File: config.mk
export PLATFORM = sky130hd
export DESIGN_NAME = ecc_stat_capture
export DESIGN_NICKNAME = d
export VERILOG_FILES = /design/src/rtl/ecc_stat_pkg.sv /design/src/rtl/ecc_stat_sticky.sv /design/src/rtl/ecc_stat_loc.sv /design/src/rtl/ecc_stat_wrdec.sv /design/src/rtl/ecc_stat_capture.sv
export SDC_FILE = /design/constraint.sdc
export NUM_CORES = 1
export LEC_CHECK = 0
export BUFFER_PORTS_ARGS = -buffer_cell sky130_fd_sc_hd__buf_2
export CORE_MARGIN = 1
export CORE_UTILIZATION = 31
export DETAILED_ROUTE_END_ITERATION = 16
export PLACE_DENSITY = 0.73
export SLEW_MARGIN = 30
export SYNTH_ARGS = -nofsm -noshare
export SYNTH_HDL_FRONTEND = slang
export SYNTH_SLANG_ARGS = --single-unit
File: constraint.sdc
create_clock -name clk_i -period 1.3 [get_ports clk_i]
set_input_delay 0.13 -clock clk_i [delete_from_list [all_inputs] [get_ports clk_i]]
set_output_delay 0.13 -clock clk_i [all_outputs]
set_load 0.01 [all_outputs]
File: src/rtl/ecc_stat_pkg.sv
package ecc_stat_pkg;
  localparam int unsigned REG_W    = 32;
  localparam int unsigned LANES    = REG_W / 8;
  localparam int unsigned IDX_W    = 14;
  localparam int unsigned DBL_BIT  = 31;
  localparam int unsigned CORR_BIT = 30;
  localparam int unsigned IE_BIT   = 24;
  localparam int unsigned SYS_BIT  = 20;
  localparam int unsigned CTL_LANE = DBL_BIT / 8;
  localparam int unsigned N_FLAGS  = 2;

  typedef enum int unsigned {FLG_DBL = 0, FLG_CORR = 1} flag_e;

  typedef struct packed {
    logic             sys;
    logic [IDX_W-1:0] idx;
  } fault_loc_t;
endpackage

File: src/rtl/ecc_stat_sticky.sv
module ecc_stat_sticky #(
  parameter int unsigned N = 2
) (
  input  logic         clk_i,
  input  logic         rst_ni,
  input  logic [N-1:0] set_i,
  input  logic [N-1:0] clr_i,
  output logic [N-1:0] q_o
);
  for (genvar g = 0; g < N; g++) begin : g_flag
    always_ff @(posedge clk_i or negedge rst_ni) begin
      if (!rst_ni)       q_o[g] <= 1'b0;
      else if (set_i[g]) q_o[g] <= 1'b1;  // set beats clear
      else if (clr_i[g]) q_o[g] <= 1'b0;
    end
  end
endmodule

File: src/rtl/ecc_stat_loc.sv
module ecc_stat_loc
  import ecc_stat_pkg::*;
(
  input  logic       clk_i,
  input  logic       rst_ni,
  input  logic       dbl_evt_i,
  input  logic       corr_evt_i,
  input  logic       dbl_held_i,
  input  fault_loc_t loc_i,
  output fault_loc_t loc_o
);
  logic capture;

  // double always overwrites; corrected only when no double is pending
  assign capture = dbl_evt_i | (corr_evt_i & ~dbl_held_i);

  always_ff @(posedge clk_i or negedge rst_ni) begin
    if (!rst_ni)      loc_o <= '0;
    else if (capture) loc_o <= loc_i;
  end
endmodule

File: src/rtl/ecc_stat_wrdec.sv
module ecc_stat_wrdec
  import ecc_stat_pkg::*;
(
  input  logic               wr_i,
  input  logic [LANES-1:0]   be_i,
  input  logic [REG_W-1:0]   wdata_i,
  output logic [N_FLAGS-1:0] clr_o,
  output logic               ie_we_o,
  output logic               ie_d_o
);
  logic [LANES-1:0] lane_we;
  logic             unused_wr;

  for (genvar l = 0; l < LANES; l++) begin : g_lane
    assign lane_we[l] = wr_i & be_i[l];
  end

  assign clr_o[FLG_DBL]  = lane_we[CTL_LANE] & wdata_i[DBL_BIT];
  assign clr_o[FLG_CORR] = lane_we[CTL_LANE] & wdata_i[CORR_BIT];
  assign ie_we_o         = lane_we[CTL_LANE];
  assign ie_d_o          = wdata_i[IE_BIT];

  // remaining lanes and data bits hold only read-only or reserved fields
  assign unused_wr = ^{lane_we, wdata_i};
endmodule

File: src/rtl/ecc_stat_capture.sv
module ecc_stat_capture
  import ecc_stat_pkg::*;
(
  input  logic               clk_i,
  input  logic               rst_ni,
  input  logic               corr_evt_i,
  input  logic               dbl_evt_i,
  input  logic               sys_region_i,
  input  logic [IDX_W-1:0]   dw_index_i,
  input  logic               reg_wr_i,
  input  logic [LANES-1:0]   reg_be_i,
  input  logic [REG_W-1:0]   reg_wdata_i,
  output logic [REG_W-1:0]   reg_rdata_o,
  output logic               irq_corr_o,
  output logic               nmi_req_o
);
  logic [N_FLAGS-1:0] flag_set, flag_clr, flag_q;
  logic               ie_we, ie_d, ie_q;
  fault_loc_t         loc_in, loc_q;

  assign flag_set[FLG_DBL]  = dbl_evt_i;
  assign flag_set[FLG_CORR] = corr_evt_i;

  ecc_stat_wrdec u_wrdec (
    .wr_i    (reg_wr_i),
    .be_i    (reg_be_i),
    .wdata_i (reg_wdata_i),
    .clr_o   (flag_clr),
    .ie_we_o (ie_we),
    .ie_d_o  (ie_d)
  );

  ecc_stat_sticky #(.N(N_FLAGS)) u_sticky (
    .clk_i  (clk_i),
    .rst_ni (rst_ni),
    .set_i  (flag_set),
    .clr_i  (flag_clr),
    .q_o    (flag_q)
  );

  assign loc_in.sys = sys_region_i;
  assign loc_in.idx = dw_index_i;

  ecc_stat_loc u_loc (
    .clk_i      (clk_i),
    .rst_ni     (rst_ni),
    .dbl_evt_i  (dbl_evt_i),
    .corr_evt_i (corr_evt_i),
    .dbl_held_i (flag_q[FLG_DBL]),
    .loc_i      (loc_in),
    .loc_o      (loc_q)
  );

  always_ff @(posedge clk_i or negedge rst_ni) begin
    if (!rst_ni)    ie_q <= 1'b0;
    else if (ie_we) ie_q <= ie_d;
  end

  always_comb begin
    reg_rdata_o              = '0;
    reg_rdata_o[DBL_BIT]     = flag_q[FLG_DBL];
    reg_rdata_o[CORR_BIT]    = flag_q[FLG_CORR];
    reg_rdata_o[IE_BIT]      = ie_q;
    reg_rdata_o[SYS_BIT]     = loc_q.sys;
    reg_rdata_o[IDX_W-1:0]   = loc_q.idx;
  end

  assign nmi_req_o  = flag_q[FLG_DBL];
  assign irq_corr_o = flag_q[FLG_CORR] & ie_q;
endmodule

==> flow_metrics.env <==
export IMPL_setup_violations_final=0
export IMPL_antenna_left=0
export IMPL_rows=18
export IMPL_synth_mux_area_fraction=0.251
export IMPL_die_h_um=54.9
export IMPL_fin_util=0.430
export IMPL_grt_usage=0.108
export IMPL_clkSinkCount=18
export IMPL_grt_ovfl_total=0
export IMPL_met3_usage=0.0355
export IMPL_synth_cell_types=13
export IMPL_place_hpwl_mm=1.09
export IMPL_final_nets=163
export IMPL_die_x_um=54.9
export IMPL_rr_worst_depth=4
export IMPL_clock_latency_ps=290
export IMPL_finalWeightedCongestion=0.631
export IMPL_cp_start_kind="flip-flop"
export IMPL_core_area_um2=2570
export IMPL_end_kind="flip-flop"
export IMPL_busiest_layer="met2"
export IMPL_ys_warn_count=0
export IMPL_wl_mm=1.42
export IMPL_dr_total_vias=554
export IMPL_start_util=0.338
export IMPL_n_antenna_cell=0
export IMPL_syn_area_um2=868
export IMPL_viasPerCell=4.07
export IMPL_synth_adder_area_share=0
export IMPL_drv_slew=0
export IMPL_period_share=0.960
export IMPL_grt_pass1_wl_mm=2.17
export IMPL_grt_antenna_before_repair=0
export IMPL_cts_made_buffers=3
export IMPL_yosysSeqAreaShare=0.519
export IMPL_die_area_um2=3020
export IMPL_period_needed_ps=1250
export IMPL_synth_xor_area_share=0
export IMPL_crit_type="reg -> reg"
export IMPL_grt_max_degree=19
export IMPL_drive_above_1_share=0.642
export IMPL_io_pins=90
export IMPL_grt_use_met1=0.120
export IMPL_worstPathArrival_ps=1430
export IMPL_hold_viol_final=0
export IMPL_cts_setup_buffers=0
export IMPL_clock_path_buffers=2
export IMPL_yosys_top_cells_area="dfrtp_1 52%, mux2_4 17%, buf_4 14%"
export IMPL_drv_cap=0
export IMPL_hp_class="in -> reg"
export IMPL_finClkSkew_ps=4.64
export IMPL_hold_depth=2
export IMPL_rsz0062_at_grt="true"
export IMPL_synthCells=60
export IMPL_clk_pin_slew_ps=100
export IMPL_synth_top_family_by_area="multiplexers"
export IMPL_grt_pass1_vias=510
export IMPL_drtIter0Drc=0
export IMPL_irDropWorstVdd_mv=0.675
export IMPL_yosysTopAreaCell="dfrtp_1"
export IMPL_avgSynthCellArea_um2=14.5
export IMPL_p_leak_uw=0.000584
export IMPL_p_per_area_nw_per_um2=1150
export IMPL_drcViolationCount=0
export IMPL_wire_per_inst_um=10.4
export IMPL_ys_seq_elements=18
export IMPL_status="finished, final reports clean"
export IMPL_yosys_area_share_simple=0.0231
export IMPL_cts_root_buf="clkbuf_4"
export IMPL_fmax_mhz=801
export IMPL_area_growth_pct=27.1
export IMPL_met2_usage=0.181
export IMPL_first_pass_iters=1
export IMPL_port_buffer_count=43
export IMPL_p_total_uw=1270
export IMPL_crit_required_ps=1480
export IMPL_htreeDepth=1
export IMPL_synth_top_area_frac=0.519
export IMPL_crit_fanout=13
export IMPL_cts_tree="yes"
export IMPL_fillers=256
export IMPL_synth_compound_area_frac=0.0375
area by class of cell:
type / count / area [µm²] / area share
Timing Repair Buffer: 46 / 253 / 0.229
Clock buffer: 4 / 36.3 / 0.0329
Inverter: 1 / 3.75 / 0.00340
Tap cell: 30 / 37.5 / 0.0340
Multi-Input combinational cell: 37 / 323 / 0.293
Sequential cell: 18 / 450 / 0.408
worst max-delay path: stages, from the launching register on:
cell and delay (ps):
dfrtp_1 400, inv_2 60, a21oi_4 180, buf_12 170
mux2_2 340
cells in the final DEF (no fill, tap or decap):
master         synthesis  final
and2_1                 1      1
nand2_1                1      1
clkbuf_8               0      1
mux2_2                 6      6
dlygate4sd3_1          0      1
mux2_4                10     10
conb_1                 1     14
clkbuf_4               0      3
dfrtp_1               18     18
buf_2                  0     43
a21oi_4                1      1
a21o_2                 1      1
buf_4                 16      1
buf_12                 1      1
nand3_1                2      2
inv_2                  1      1
a21o_1                 1      1
stage by stage:
| step | std cells | setup WS, ps | hold slack (ps) | cell area, µm² | TNS, ps |
|---|---|---|---|---|---|
| 3_5_place_dp | 131 | 31.6 | 79.9 | 1060 | 0 |
| 6_report | 136 | 51.4 | 64.0 | 1100 | 0 |
| 2_1_floorplan | 73 | 1.30 | -166 | 917 | 0 |
| 3_3_place_gp | 131 | 56.5 | 73.9 | 1060 | 0 |
| 4_1_cts | 136 | 14.1 | 48.8 | 1100 | 0 |
| 5_1_grt | 136 | -34.0 | 35.7 | 1100 | -121 |
power by group:
| part | internal (µW) | switching [µW] |
|---|---|---|
| Clock | 170 | 165 |
| Combinational | 158 | 131 |
| Sequential | 618 | 30.5 |
| Total | 947 | 326 |
registers in the layout, indices dropped and copies added, names as in the netlist:
register      flops
ie_q              1
u_loc.loc_o      15
u_sticky.q_o      2
synthesized netlist by cell type, drive strengths merged:
cell type   n
mux2       16
inv         1
a21o        2
conb        1
a21oi       1
nand2       1
buf        17
dfrtp      18
nand3       2
and2        1
cell families (layout without fill, tap and decap cells):
group,Yosys count,after routing
AO/OA/AOI/OAI,3,3
buffers and inverters,18,51
flip-flops,18,18
AND/OR/NAND/NOR,4,4
other,1,14
multiplexers,16,16
metal layers:
metal	wire length [µm]	part of all wire
met5	0	0
met4	0	0
met3	176	0.12
met2	639	0.45
met1	603	0.42
timing repair:
item | 4_1_cts | 5_1_grt
endpoints found under the hold margin | 18 | 0
setup endpoints to repair | 0 | 5
gates resized for setup | 0 | 0
hold buffers | 1 | 0
worst paths after layout:
check | from | slack (ps) | endpoint
worst max-delay path | u_sticky.q_o[0] | 50 | u_loc.loc_o[5]
worst min-delay path | dw_index_i[7] | 60 | u_loc.loc_o[7]
worst max register to register | u_sticky.q_o[0] | 50 | u_loc.loc_o[5]
worst min register to register | u_sticky.q_o[1] | 500 | u_sticky.q_o[1]
max in group asynchronous | rst_ni | 730 | u_loc.loc_o[6]
min in group asynchronous | rst_ni | 280 | u_loc.loc_o[11]
Note: power is estimated with default switching activity, not from simulation.
